### config.mk
export PLATFORM = sky130hd
export DESIGN_NAME = sd_clk_divider
export DESIGN_NICKNAME = d
export VERILOG_FILES = /design/src/rtl/sd_clk_pkg.sv /design/src/rtl/sd_clk_div_sel.sv /design/src/rtl/sd_clk_div_ctrl.sv /design/src/rtl/sd_clk_div_path.sv /design/src/rtl/sd_clk_divider.sv
export SDC_FILE = /design/constraint.sdc
export NUM_CORES = 1
export LEC_CHECK = 0
export ABC_AREA = 1
export BUFFER_PORTS_ARGS = -buffer_cell sky130_fd_sc_hd__buf_2
export CORE_MARGIN = 1
export CORE_UTILIZATION = 60
export DETAILED_ROUTE_END_ITERATION = 10
export PLACE_DENSITY_LB_ADDON = 0.08
export SLEW_MARGIN = 10
export SYNTH_ARGS = -nofsm -noshare
export SYNTH_HDL_FRONTEND = slang
export SYNTH_SLANG_ARGS = --single-unit
### constraint.sdc
create_clock -name clk -period 4.7 [get_ports clk]
set_input_delay 0.47 -clock clk [delete_from_list [all_inputs] [get_ports clk]]
set_output_delay 0.47 -clock clk [all_outputs]
set_load 0.01 [all_outputs]
### src/rtl/sd_clk_pkg.sv
package sd_clk_pkg;

  // Strobes passed from the control to the datapath once per core cycle.
  typedef struct packed {
    logic wrap;   // last cycle of the period: restart and load a new ratio
    logic fall;   // next cycle starts the low phase
  } div_strobe_t;

endpackage

### src/rtl/sd_clk_div_sel.sv
module sd_clk_div_sel #(
  parameter int DIV_W  = 11,
  parameter int DATA_W = 3,
  localparam int CNT_W = DIV_W + 1
) (
  input  logic             clk,
  input  logic             rstN,
  input  logic [DIV_W-1:0] divVal,
  input  logic             slowCard,
  input  logic             dataMode,
  output logic [CNT_W-1:0] selN,
  output logic [CNT_W-1:0] selHi
);

  localparam int DATA_MAX_N = (1 << DATA_W) + 1;

  logic [DIV_W-1:0] narrowVal;
  logic [DIV_W-1:0] rawVal;
  logic             useNarrow;

  // The short data-mode field exists only when it is narrower than the full field.
  generate
    if (DATA_W < DIV_W) begin : g_narrow
      assign narrowVal = {{(DIV_W-DATA_W){1'b0}}, divVal[DATA_W-1:0]};
    end else begin : g_full
      assign narrowVal = divVal;
    end
  endgenerate

  assign useNarrow = dataMode && !slowCard;

  always_comb begin
    rawVal = useNarrow ? narrowVal : divVal;
    selN   = {1'b0, rawVal} + CNT_W'(2);
    selHi  = selN - (selN >> 1);
  end

  AST_DATA_RANGE: assert property (@(posedge clk) disable iff (!rstN)
    useNarrow |-> (selN <= CNT_W'(DATA_MAX_N)));

  AST_SLOW_WIDE: assert property (@(posedge clk) disable iff (!rstN)
    (slowCard && divVal[DIV_W-1]) |-> (selN > CNT_W'(DATA_MAX_N)));

endmodule

### src/rtl/sd_clk_div_ctrl.sv
module sd_clk_div_ctrl
  import sd_clk_pkg::*;
#(
  parameter int CNT_W = 12
) (
  input  logic             clk,
  input  logic             rstN,
  input  logic [CNT_W-1:0] cnt,
  input  logic [CNT_W-1:0] curN,
  input  logic [CNT_W-1:0] curHi,
  output div_strobe_t      stb
);

  always_comb begin
    stb.wrap = (cnt == curN - CNT_W'(1));
    stb.fall = ((cnt + CNT_W'(1)) == curHi);
  end

  AST_ONE_STROBE: assert property (@(posedge clk) disable iff (!rstN)
    $onehot0({stb.wrap, stb.fall}));

endmodule

### src/rtl/sd_clk_div_path.sv
module sd_clk_div_path
  import sd_clk_pkg::*;
#(
  parameter int CNT_W   = 12,
  parameter int RESET_N = 509,
  localparam int RESET_HI = RESET_N - RESET_N / 2
) (
  input  logic             clk,
  input  logic             rstN,
  input  div_strobe_t      stb,
  input  logic [CNT_W-1:0] selN,
  input  logic [CNT_W-1:0] selHi,
  output logic [CNT_W-1:0] cnt,
  output logic [CNT_W-1:0] curN,
  output logic [CNT_W-1:0] curHi,
  output logic             sdClkQ,
  output logic             riseQ,
  output logic             fallQ
);

  always_ff @(posedge clk or negedge rstN) begin
    if (!rstN) begin
      cnt    <= '0;
      curN   <= CNT_W'(RESET_N);
      curHi  <= CNT_W'(RESET_HI);
      sdClkQ <= 1'b1;
      riseQ  <= 1'b0;
      fallQ  <= 1'b0;
    end else if (stb.wrap) begin
      cnt    <= '0;
      curN   <= selN;
      curHi  <= selHi;
      sdClkQ <= 1'b1;
      riseQ  <= 1'b1;
      fallQ  <= 1'b0;
    end else begin
      cnt    <= cnt + CNT_W'(1);
      riseQ  <= 1'b0;
      fallQ  <= stb.fall;
      if (stb.fall) sdClkQ <= 1'b0;
    end
  end

  AST_RISE_EDGE: assert property (@(posedge clk) disable iff (!rstN)
    riseQ |-> (sdClkQ && !$past(sdClkQ)));

  AST_FALL_EDGE: assert property (@(posedge clk) disable iff (!rstN)
    fallQ |-> (!sdClkQ && $past(sdClkQ)));

  AST_CNT_RANGE: assert property (@(posedge clk) disable iff (!rstN)
    cnt < curN);

  AST_HOLD_RATIO: assert property (@(posedge clk) disable iff (!rstN)
    (cnt != '0) |-> ($stable(curN) && $stable(curHi)));

  AST_MIN_RATIO: assert property (@(posedge clk) disable iff (!rstN)
    curN >= CNT_W'(2));

endmodule

### src/rtl/sd_clk_divider.sv
module sd_clk_divider
  import sd_clk_pkg::*;
#(
  parameter int DIV_W     = 11,
  parameter int DATA_W    = 3,
  parameter int RESET_DIV = 507
) (
  input  logic             clk,
  input  logic             rstN,
  input  logic [DIV_W-1:0] divVal,
  input  logic             slowCard,
  input  logic             dataMode,
  output logic             sdClk,
  output logic             riseEn,
  output logic             fallEn
);

  localparam int CNT_W   = DIV_W + 1;
  localparam int RESET_N = RESET_DIV + 2;

  logic [CNT_W-1:0] selN;
  logic [CNT_W-1:0] selHi;
  logic [CNT_W-1:0] cnt;
  logic [CNT_W-1:0] curN;
  logic [CNT_W-1:0] curHi;
  div_strobe_t      stb;

  sd_clk_div_sel #(.DIV_W(DIV_W), .DATA_W(DATA_W)) uSel (
    .clk(clk), .rstN(rstN), .divVal(divVal), .slowCard(slowCard),
    .dataMode(dataMode), .selN(selN), .selHi(selHi)
  );

  sd_clk_div_ctrl #(.CNT_W(CNT_W)) uCtrl (
    .clk(clk), .rstN(rstN), .cnt(cnt), .curN(curN), .curHi(curHi), .stb(stb)
  );

  sd_clk_div_path #(.CNT_W(CNT_W), .RESET_N(RESET_N)) uPath (
    .clk(clk), .rstN(rstN), .stb(stb), .selN(selN), .selHi(selHi),
    .cnt(cnt), .curN(curN), .curHi(curHi),
    .sdClkQ(sdClk), .riseQ(riseEn), .fallQ(fallEn)
  );

endmodule

==> results.py, run 1 <==
metrics = {
    "status": {
        "status": "finished, final reports clean",
    },
    "routing": {
        "drtPass1Iterations": 4,
        "wl_um": 6618,
        "dr.first_iter.drc_count": 177,
        "wl_met1_um": 3154,
        "drc": 0,
        "dr_wl_met2_um": 3181,
        "wl_met3_um": 151,
        "via_per_inst": 5.152,
        "highest_layer": "met4",
        "dr_total_vias": 2906,
        "antenna_left": 0,
        "wl_per_cell_um": 11.73,
    },
    "cts": {
        "htree_levels": 2,
        "cts-root-buf": "clkbuf_8",
        "clockBufferDepth": 2,
        "cts_sinks": 39,
        "cts_buffers": 5,
        "cts_tree": "yes",
        "cts.clk_slew.worst_paths_ns": 0.07,
        "cts_resized": 0,
        "postCtsHoldBufs": 0,
        "clk_latency_ns": 0.29,
        "postCtsSetupBuffers": 0,
    },
    "worst_setup_path": {
        "startpoint": "uPath.curN[0]",
        "critPathBufInv": 2,
        "crit_slowest_cell": "dfstp_2",
        "critPathTopFamily": "simple AND/OR/NAND/NOR gates",
        "crit_type": "reg -> reg",
        "slowest_delay_ns": 0.57,
        "crit_fanout": 35,
        "path_common_cell": "nand2_1",
        "end_kind": "flop",
        "path_cells": "inv_2 -> ha_1 -> or2_1 -> nand3_1 -> nand2_1 -> nor3_1 -> nand3_2 -> nor2_8 -> inv_4 -> nand2_1 -> nand2_1",
        "r2r-start": "uPath.curN[0]",
        "arrival_ns": 2.85,
        "critPathLaunchType": "flop",
        "required_ns": 4.88,
    },
    "synth": {
        "synth_edf_count": 0,
        "netlist_instances": 476,
        "synth_top_cell_by_area": "dfrtp_1",
        "ys_top_cells_by_area": "dfrtp_1, nand2_1, dfstp_2, inv_1, xor2_1",
        "synth.most_common_cell": "nand2_1",
        "ys_ff_latch": 39,
        "netlist.area_leader.share_pct": 16.62,
        "synth_cell_type_count": 37,
        "yosysSeqAreaShare_pct": 30.11,
        "synthArstFlopShare_pct": 100.0,
        "synth_top_cells_by_count": "nand2_1, inv_1, nor2_1",
        "synth_area_per_cell_um2": 6.958,
        "synth_nets": 502,
        "ys.flop_type": "dfrtp_1",
        "synth_area_mm2": 0.003312,
        "yosys_warnings": 0,
    },
    "floorplanning": {
        "die_h_um": 76.30,
        "ios": 18,
        "die_width_um": 76.30,
        "placementRows": 26,
        "initial_core_util_pct": 63.63,
        "core_mm2": 0.005205,
        "die-area_mm2": 0.005821,
    },
    "job": {
        "drv_cap": 0,
    },
    "finish": {
        "antenna_cells": 0,
        "layout-drive-gt1-share_pct": 19.64,
        "fillers": 482,
        "fin_cells": 564,
        "nets": 519,
        "syn2layout_area_growth_pct": 6.460,
    },
    "sta": {
        "setup_tns_ns": 0,
        "rsz0062_at_grt": "false",
        "finalHoldViolations": 0,
        "finalSetupViolations": 0,
        "finalCritPeriodShare_pct": 56.76,
        "slew-limit-headroom_pct": 44.64,
        "tightest_slew_ns": 0.8303,
        "min_period_ns": 2.668,
        "fmaxAchievable_mhz": 374.8,
        "slew_violations": 0,
        "skew_ns": 0.002673,
    },
    "global_routing": {
        "grt_pass1_vias": 2776,
        "grt_pass1_wl_um": 12060,
        "grt.total_usage_pct": 25.66,
        "antenna_found_initial": 0,
        "grt_overflow_total": 0,
        "grt_max_degree": 40,
    },
    "power": {
        "leakage_uw": 0.001810,
        "peakVddDrop_mv": 0.09863,
        "p_total_uw": 716.4,
        "p_per_area_mw_per_mm2": 203.2,
    },
    "placement": {
        "place.gp.congestion": 0.9063,
        "post-place-cells": 556,
        "dp_hpwl_um": 5306,
        "portBuffers": 17,
    },
    "min_path": {
        "hold_class": "in -> async",
    },
}
==> state kept, by name, summed over array words and instances, names as in the netlist <==
| register | count |
|---|---|
| uPath.fallQ | 1 |
| uPath.riseQ | 1 |
| uPath.curN | 12 |
| uPath.cnt | 12 |
| uPath.curHi | 12 |
| uPath.sdClkQ | 1 |
==> metal layers <==
metal	up-vias	track usage, %
li1	1540	-
met1	1312	33.08
met2	43	43.87
met3	11	3.473
met4	0	9.231
met5	-	0
==> stage by stage <==
stage               util, %  setup slack (ns)  instance area [um2]  hold WS [ns]
floorplan                 -             2.489                 3312        0.1744
detailed placement    65.82             2.023                 3426        0.4683
finish                67.74             2.032                 3526        0.2673
CTS                   67.74             2.015                 3526        0.3038
global placement      65.82             2.082                 3426        0.4642
global route          67.74             1.797                 3526        0.3445
==> cell families (layout without fill, tap and decap cells) <==
family	count (synthesis)	after routing	synth area share, %
and+or+nand+nor	271	271	38.19
buffers and inverters	76	94	9.671
AOI/OAI and AO/OA	44	44	8.160
DFF	39	39	30.11
xor gates and xnor gates	35	35	9.709
adders and majority gates	11	11	4.156
==> area by class of cell <==
class	count	area (um2)	share of cell area [%]
Multi-Input combinational cell	361	1994	56.56
Tap cell	70	87.58	2.484
Sequential cell	39	997.2	28.28
Clock buffer	8	100.1	2.839
Timing Repair Buffer	17	85.08	2.413
Inverter	69	261.5	7.417
==> worst paths after layout <==
| kind | endpoint | slack [ns] | depth (start not counted) |
|---|---|---|---|
| max | uPath.curN[11] | 2.03 | 11 |
| min reg2reg | uPath.curHi[3] | 0.48 | 2 |
| min in group clk | uPath.curN[0] | 0.43 | 3 |
| min | uPath.cnt[0] | 0.27 | 1 |
| max in group asynchronous | uPath.cnt[9] | 3.90 | 1 |
| max reg2reg | uPath.curN[11] | 2.03 | 11 |
==> placed cells by master (no fill, tap or decap) <==
cell,n
o21ai_0,11
or2_1,2
o211ai_1,1
xnor2_1,11
a21oi_2,1
inv_4,1
dfrtp_1,22
nor3_1,7
nand3b_1,3
ha_1,11
nor2_2,9
inv_1,58
nor2_8,1
clkbuf_1,1
nor2_4,2
nor3_2,2
inv_2,10
clkbuf_8,7
o21ai_1,11
o21bai_1,3
o21ai_2,9
nand4_2,1
dfstp_2,17
a21o_1,1
xor2_1,22
xor2_2,2
nor4_1,1
or2_2,4
nand2_1,132
nand2_2,8
a21oi_1,7
nand3_2,5
buf_2,17
nor2_1,44
nand4_1,12
nand2_4,1
nand3_1,37
==> report_power, final <==
| part | internal, uW | switching (uW) | leakage, uW |
|---|---|---|---|
| logic | 47.1 | 87.6 | 0.00133 |
| clock network | 134 | 112 | 0.0000515 |
| registers | 336 | 0 | 0.000430 |
(Power assumes the default switching activity.)
==> run 2: changes to the inputs <==
CORE_UTILIZATION = 56   (was 60)
clock period = 2.4 ns   (was 4.7 ns; I/O delays follow)
==> results.py, run 2 (same netlist as run 1, synthesis figures left out) <==
metrics = {
    "sta": {
        "tightest_slew_ns": 0.8329,
        "setup_ws_ns": 0.08155,
        "finalHoldViolations": 0,
        "skew_ns": 0.004856,
        "finalCritPeriodShare_pct": 96.60,
        "finalSetupViolations": 0,
        "fmaxAchievable_mhz": 431.3,
        "min_period_ns": 2.318,
        "slew-limit-headroom_pct": 44.47,
        "rsz0062_at_grt": "true",
        "slew_violations": 0,
    },
    "placement": {
        "pre_cts_slack_ns": -0.008880,
        "dp_hpwl_um": 5449,
        "place.gp.congestion": 0.8731,
        "portBuffers": 17,
    },
    "power": {
        "p_clk_share_pct": 34.3,
        "p_total_uw": 1408,
        "intPower_uw": 1015,
        "seqPwrFrac_pct": 46.8,
        "peakVddDrop_mv": 0.2331,
        "leakage_uw": 0.001916,
        "swShare_pct": 27.92,
        "p_sw_uw": 393.1,
        "p_per_area_mw_per_mm2": 373.2,
        "comb_power_share_pct": 18.9,
    },
    "finish": {
        "regArea_um2": 997.2,
        "final_common_cell": "nand2_1",
        "nets": 536,
        "syn2layout_area_growth_pct": 13.94,
        "multi_input_area_mm2": 0.002043,
        "layout_common_cells": "nand2_1, inv_1, nor2_1",
        "fillers": 509,
        "reg_top3": "uPath.cnt (12), uPath.curHi (12), uPath.curN (12)",
        "antenna_cells": 0,
        "layout-drive-gt1-share_pct": 23.68,
    },
    "status": {
        "status": "finished, final reports clean",
    },
    "worst_setup_path": {
        "required_ns": 2.62,
        "cp.depth": 13,
        "arrival_ns": 2.54,
        "end_kind": "flop",
        "path_common_cell": "nand3_4",
        "rr_worst_depth": 13,
        "r2r-start": "uPath.curN[0]",
        "crit_type": "reg -> reg",
        "crit_fanout": 7,
        "critPathLaunchType": "flop",
        "path_cells": "inv_4 -> ha_4 -> nand3_4 -> xor2_2 -> nor2_1 -> or2_1 -> nor2_2 -> nand3_4 -> nor2_8 -> buf_6 -> buf_12 -> nand2_1 -> o21ai_1",
        "r2r-end": "uPath.curN[3]",
        "slowest_delay_ns": 0.59,
        "r2r_slack_ns": 0.08,
        "crit_slowest_cell": "dfstp_2",
        "critPathTopFamily": "simple AND/OR/NAND/NOR gates",
        "critPathBufInv": 3,
    },
    "cts": {
        "cts_sinks": 39,
        "cts_buffers": 5,
        "clockBufferDepth": 2,
        "clk_latency_ns": 0.29,
        "cts.clk_slew.worst_paths_ns": 0.07,
        "cts_tree": "yes",
        "postCtsHoldBufs": 0,
        "cts-root-buf": "clkbuf_8",
        "htree_levels": 2,
    },
    "global_routing": {
        "grt.total_usage_pct": 24.76,
        "grt_pass1_vias": 2726,
        "grt_overflow_total": 0,
        "grt_pass1_wl_um": 11940,
        "grt_max_degree": 40,
        "antenna_found_initial": 0,
    },
    "floorplanning": {
        "die-area_mm2": 0.006226,
        "die_width_um": 78.91,
        "die_h_um": 78.91,
        "placementRows": 27,
        "core_mm2": 0.005608,
        "ios": 18,
        "initial_core_util_pct": 59.06,
    },
    "job": {
        "drv_cap": 0,
    },
    "min_path": {
        "hold_class": "in -> async",
    },
    "routing": {
        "wl_um": 7207,
        "drc": 0,
        "dr.first_iter.drc_count": 162,
        "dr_total_vias": 2970,
        "via_per_inst": 5.094,
        "drtPass1Iterations": 4,
        "antenna_left": 0,
        "wl_per_cell_um": 12.36,
    },
}
run 2: final cells by class:
class,instances,area share [%]
Timing Repair inverter,1,0.2321
Timing Repair Buffer,33,6.897
Inverter,69,7.261
Sequential cell,39,26.43
Multi-Input combinational cell,361,54.14
Clock buffer,8,2.653
Tap cell,72,2.387
run 2: worst max path at each step:
| stage | startpoint | endpoint |
|---|---|---|
| final | uPath.curN[0] | uPath.curN[3] |
| after global routing | uPath.curN[0] | uPath.curN[3] |
| after CTS | uPath.curN[0] | uPath.curHi[11] |
| after detailed placement | divVal[1] | uPath.curHi[9] |
| after global placement | divVal[1] | uPath.curHi[9] |
| after floorplan | uPath.curN[0] | uPath.curHi[9] |
run 2: per-stage QoR:
step                      utilization (%)  instances  area [um2]  hold slack, ns   TNS (ns)
after global placement              62.16        564        3486          0.3816          0
after floorplan                         -        476        3312        -0.05559          0
after detailed placement            62.16        564        3486          0.3866  -0.008880
after global routing                67.29        583        3774          0.1192    -0.7368
after CTS                           63.94        572        3586         0.07323          0
final                               67.29        583        3774         0.04099          0
run 2: power by group through the flow:
| stage | Clock [uW] | Combinational (uW) | Sequential (uW) |
|---|---|---|---|
| 4_1_cts | 491 | 269 | 658 |
| 3_5_place_dp | 0 | 268 | 670 |
| 6_report | 483 | 267 | 658 |
| 2_1_floorplan | 0 | 199 | 670 |
| 3_3_place_gp | 0 | 261 | 670 |
| 5_1_grt | 513 | 310 | 658 |
run 2: metal layers:
layer / share of wire [%] / vias to the layer above / track usage [%]
li1: - / 1572 / -
met4: 1.5 / 0 / 8.000
met2: 52 / 42 / 43.83
met3: 2.1 / 8 / 2.759
met5: 0 / - / 0
met1: 44 / 1348 / 31.47
run 2: timing repair:
| item | CTS | global route |
|---|---|---|
| endpoints found under the setup margin | 0 | 38 |
| setup buffers | 0 | 8 |
| gates resized for setup | 0 | 22 |
==> run 3: changes to the inputs <==
GPL_TIMING_DRIVEN = 0   (was not set)
==> results.py, run 3 (same netlist as run 1, synthesis figures left out) <==
metrics = {
    "global_routing": {
        "met2_usage_pct": 45.74,
        "grt_pass1_vias": 2779,
        "use_met1_pct": 32.43,
        "met3_usage_pct": 2.759,
        "antenna_found_initial": 0,
        "grt_pass1_wl_um": 12340,
        "grt_max_degree": 40,
        "grt_overflow_total": 0,
        "busiest_layer": "met2",
        "grt.total_usage_pct": 25.69,
    },
    "floorplanning": {
        "die-area_mm2": 0.006226,
        "ios": 18,
        "initial_core_util_pct": 59.06,
        "die_width_um": 78.91,
        "core_mm2": 0.005608,
        "placementRows": 27,
        "die_h_um": 78.91,
    },
    "finish": {
        "postLayoutCellArea_mm2": 0.003661,
        "final_common_cell": "nand2_1",
        "layout_common_cells": "nand2_1, inv_1, nor2_1",
        "syn2layout_area_growth_pct": 10.54,
        "antenna_cells": 0,
        "reg_top3": "uPath.cnt (12), uPath.curHi (12), uPath.curN (12)",
        "fillers": 513,
        "nets": 530,
        "layout-drive-gt1-share_pct": 22.38,
    },
    "worst_setup_path": {
        "required_ns": 2.58,
        "critPathTopFamily": "simple AND/OR/NAND/NOR gates",
        "crit_fanout": 10,
        "rr_worst_depth": 13,
        "crit_slowest_cell": "dfstp_2",
        "r2r-start": "uPath.curN[0]",
        "r2r-end": "uPath.curHi[9]",
        "critPathBufInv": 3,
        "critPathLaunchType": "flop",
        "path_common_cell": "nand2_1",
        "path_cells": "inv_2 -> ha_2 -> nand3_2 -> xor2_2 -> nor2_1 -> or2_1 -> nor2_2 -> nand3_4 -> nor2_8 -> inv_4 -> buf_6 -> nand2_1 -> nand2_1",
        "end_kind": "flop",
        "crit_type": "reg -> reg",
        "r2r_slack_ns": 0.13,
        "slowest_delay_ns": 0.54,
        "arrival_ns": 2.45,
    },
    "cts": {
        "cts-root-buf": "clkbuf_8",
        "cts_buffers": 5,
        "postCtsHoldBufs": 0,
        "cts.clk_slew.worst_paths_ns": 0.07,
        "clockBufferDepth": 2,
        "htree_levels": 2,
        "cts_sinks": 39,
        "cts_tree": "yes",
        "clk_latency_ns": 0.29,
    },
    "power": {
        "peakVddDrop_mv": 0.2348,
        "p_per_area_mw_per_mm2": 385.8,
        "intPower_uw": 1015,
        "comb_power_share_pct": 19.1,
        "leakage_uw": 0.001873,
        "p_total_uw": 1412,
        "swShare_pct": 28.11,
        "seqPwrFrac_pct": 46.6,
        "p_sw_uw": 397.1,
        "p_clk_share_pct": 34.3,
    },
    "routing": {
        "dr_total_vias": 2923,
        "antenna_left": 0,
        "dr.first_iter.drc_count": 159,
        "wl_per_cell_um": 12.30,
        "drtPass1Iterations": 6,
        "wl_um": 7098,
        "drc": 0,
        "via_per_inst": 5.066,
    },
    "placement": {
        "dp_hpwl_um": 5602,
        "place.gp.congestion": 0.9161,
        "portBuffers": 17,
        "placed_cell_area_mm2": 0.003487,
    },
    "sta": {
        "slew_violations": 0,
        "tightest_slew_ns": 0.8500,
        "min_period_ns": 2.271,
        "fmaxAchievable_mhz": 440.3,
        "slew-limit-headroom_pct": 43.34,
        "rsz0062_at_grt": "false",
        "finalHoldViolations": 0,
        "setup_tns_ns": 0,
        "finalSetupViolations": 0,
        "finalCritPeriodShare_pct": 94.64,
        "skew_ns": 0.004922,
    },
    "job": {
        "drv_cap": 0,
    },
    "status": {
        "status": "finished, final reports clean",
    },
    "min_path": {
        "hold_class": "in -> async",
    },
}
[run 3: cell count changes in the layout (fill, tap and decap cells not counted), sizes merged]
| cell | change |
|---|---|
| clkinv | -1 |
| buf | -3 |
| clkbuf | -2 |
[run 3: stage by stage]
stage | hold slack, ns | util, % | setup slack [ns] | instances
final | 0.05265 | 65.28 | 0.1287 | 577
after global routing | 0.1228 | 65.28 | 0.004515 | 577
after CTS | 0.07997 | 64.70 | 0.003297 | 576
after detailed placement | 0.3932 | 62.18 | -0.04961 | 565
after global placement | 0.4027 | 62.18 | -0.01781 | 565
after floorplan | -0.05559 | - | 0.2341 | 476
[run 3: worst reg2reg max path, stage by stage, from the launching register on]
cell and delay [ns]:
dfstp_2 0.54, inv_2 0.05, ha_2 0.20, nand3_2 0.12, xor2_2 0.16, nor2_1 0.07
or2_1 0.25, nor2_2 0.13, nand3_4 0.12, nor2_8 0.18, inv_4 0.07, buf_6 0.15
nand2_1 0.07, nand2_1 0.05
[run 3: timing repair]
action                                  CTS  global route
endpoints found under the setup margin   18            32
resized for setup                         4             6
cloned                                    0             0
buffers inserted                          3             1
pin swaps                                 2             4
[run 3: final cells by class]
type / instances / area [um2] / share of cell area, %
multi-input combinational: 361 / 2032 / 55.50
buffer: 7 / 65.06 / 1.777
inverter: 69 / 261.5 / 7.143
sequential: 39 / 997.2 / 27.24
clock buffer: 8 / 100.1 / 2.734
timing repair buffer: 21 / 115.1 / 3.144
tap: 72 / 90.09 / 2.461
[run 3: layer usage]
layer	vias up	wire length, um
met5	-	0
met3	6	115
met2	33	3500
li1	1565	-
met1	1319	3402
met4	0	78
[run 3: how the worst max path moves through the flow]
stage | from | to | depth (start not counted)
after floorplan | uPath.curN[0] | uPath.curHi[9] | 13
after global placement | divVal[1] | uPath.curHi[10] | 14
after detailed placement | divVal[1] | uPath.curHi[10] | 14
after CTS | uPath.curN[0] | uPath.curHi[9] | 13
after global routing | uPath.curN[1] | uPath.curHi[10] | 12
final | uPath.curN[0] | uPath.curHi[9] | 13
[run 3: power groups by stage]
| stage | combinational (uW) | sequential, uW | clock (uW) |
|---|---|---|---|
| 5_1_grt | 312 | 658 | 525 |
| 4_1_cts | 268 | 658 | 496 |
| 3_3_place_gp | 261 | 670 | 0 |
| 6_report | 270 | 658 | 484 |
| 3_5_place_dp | 267 | 670 | 0 |
| 2_1_floorplan | 199 | 670 | 0 |
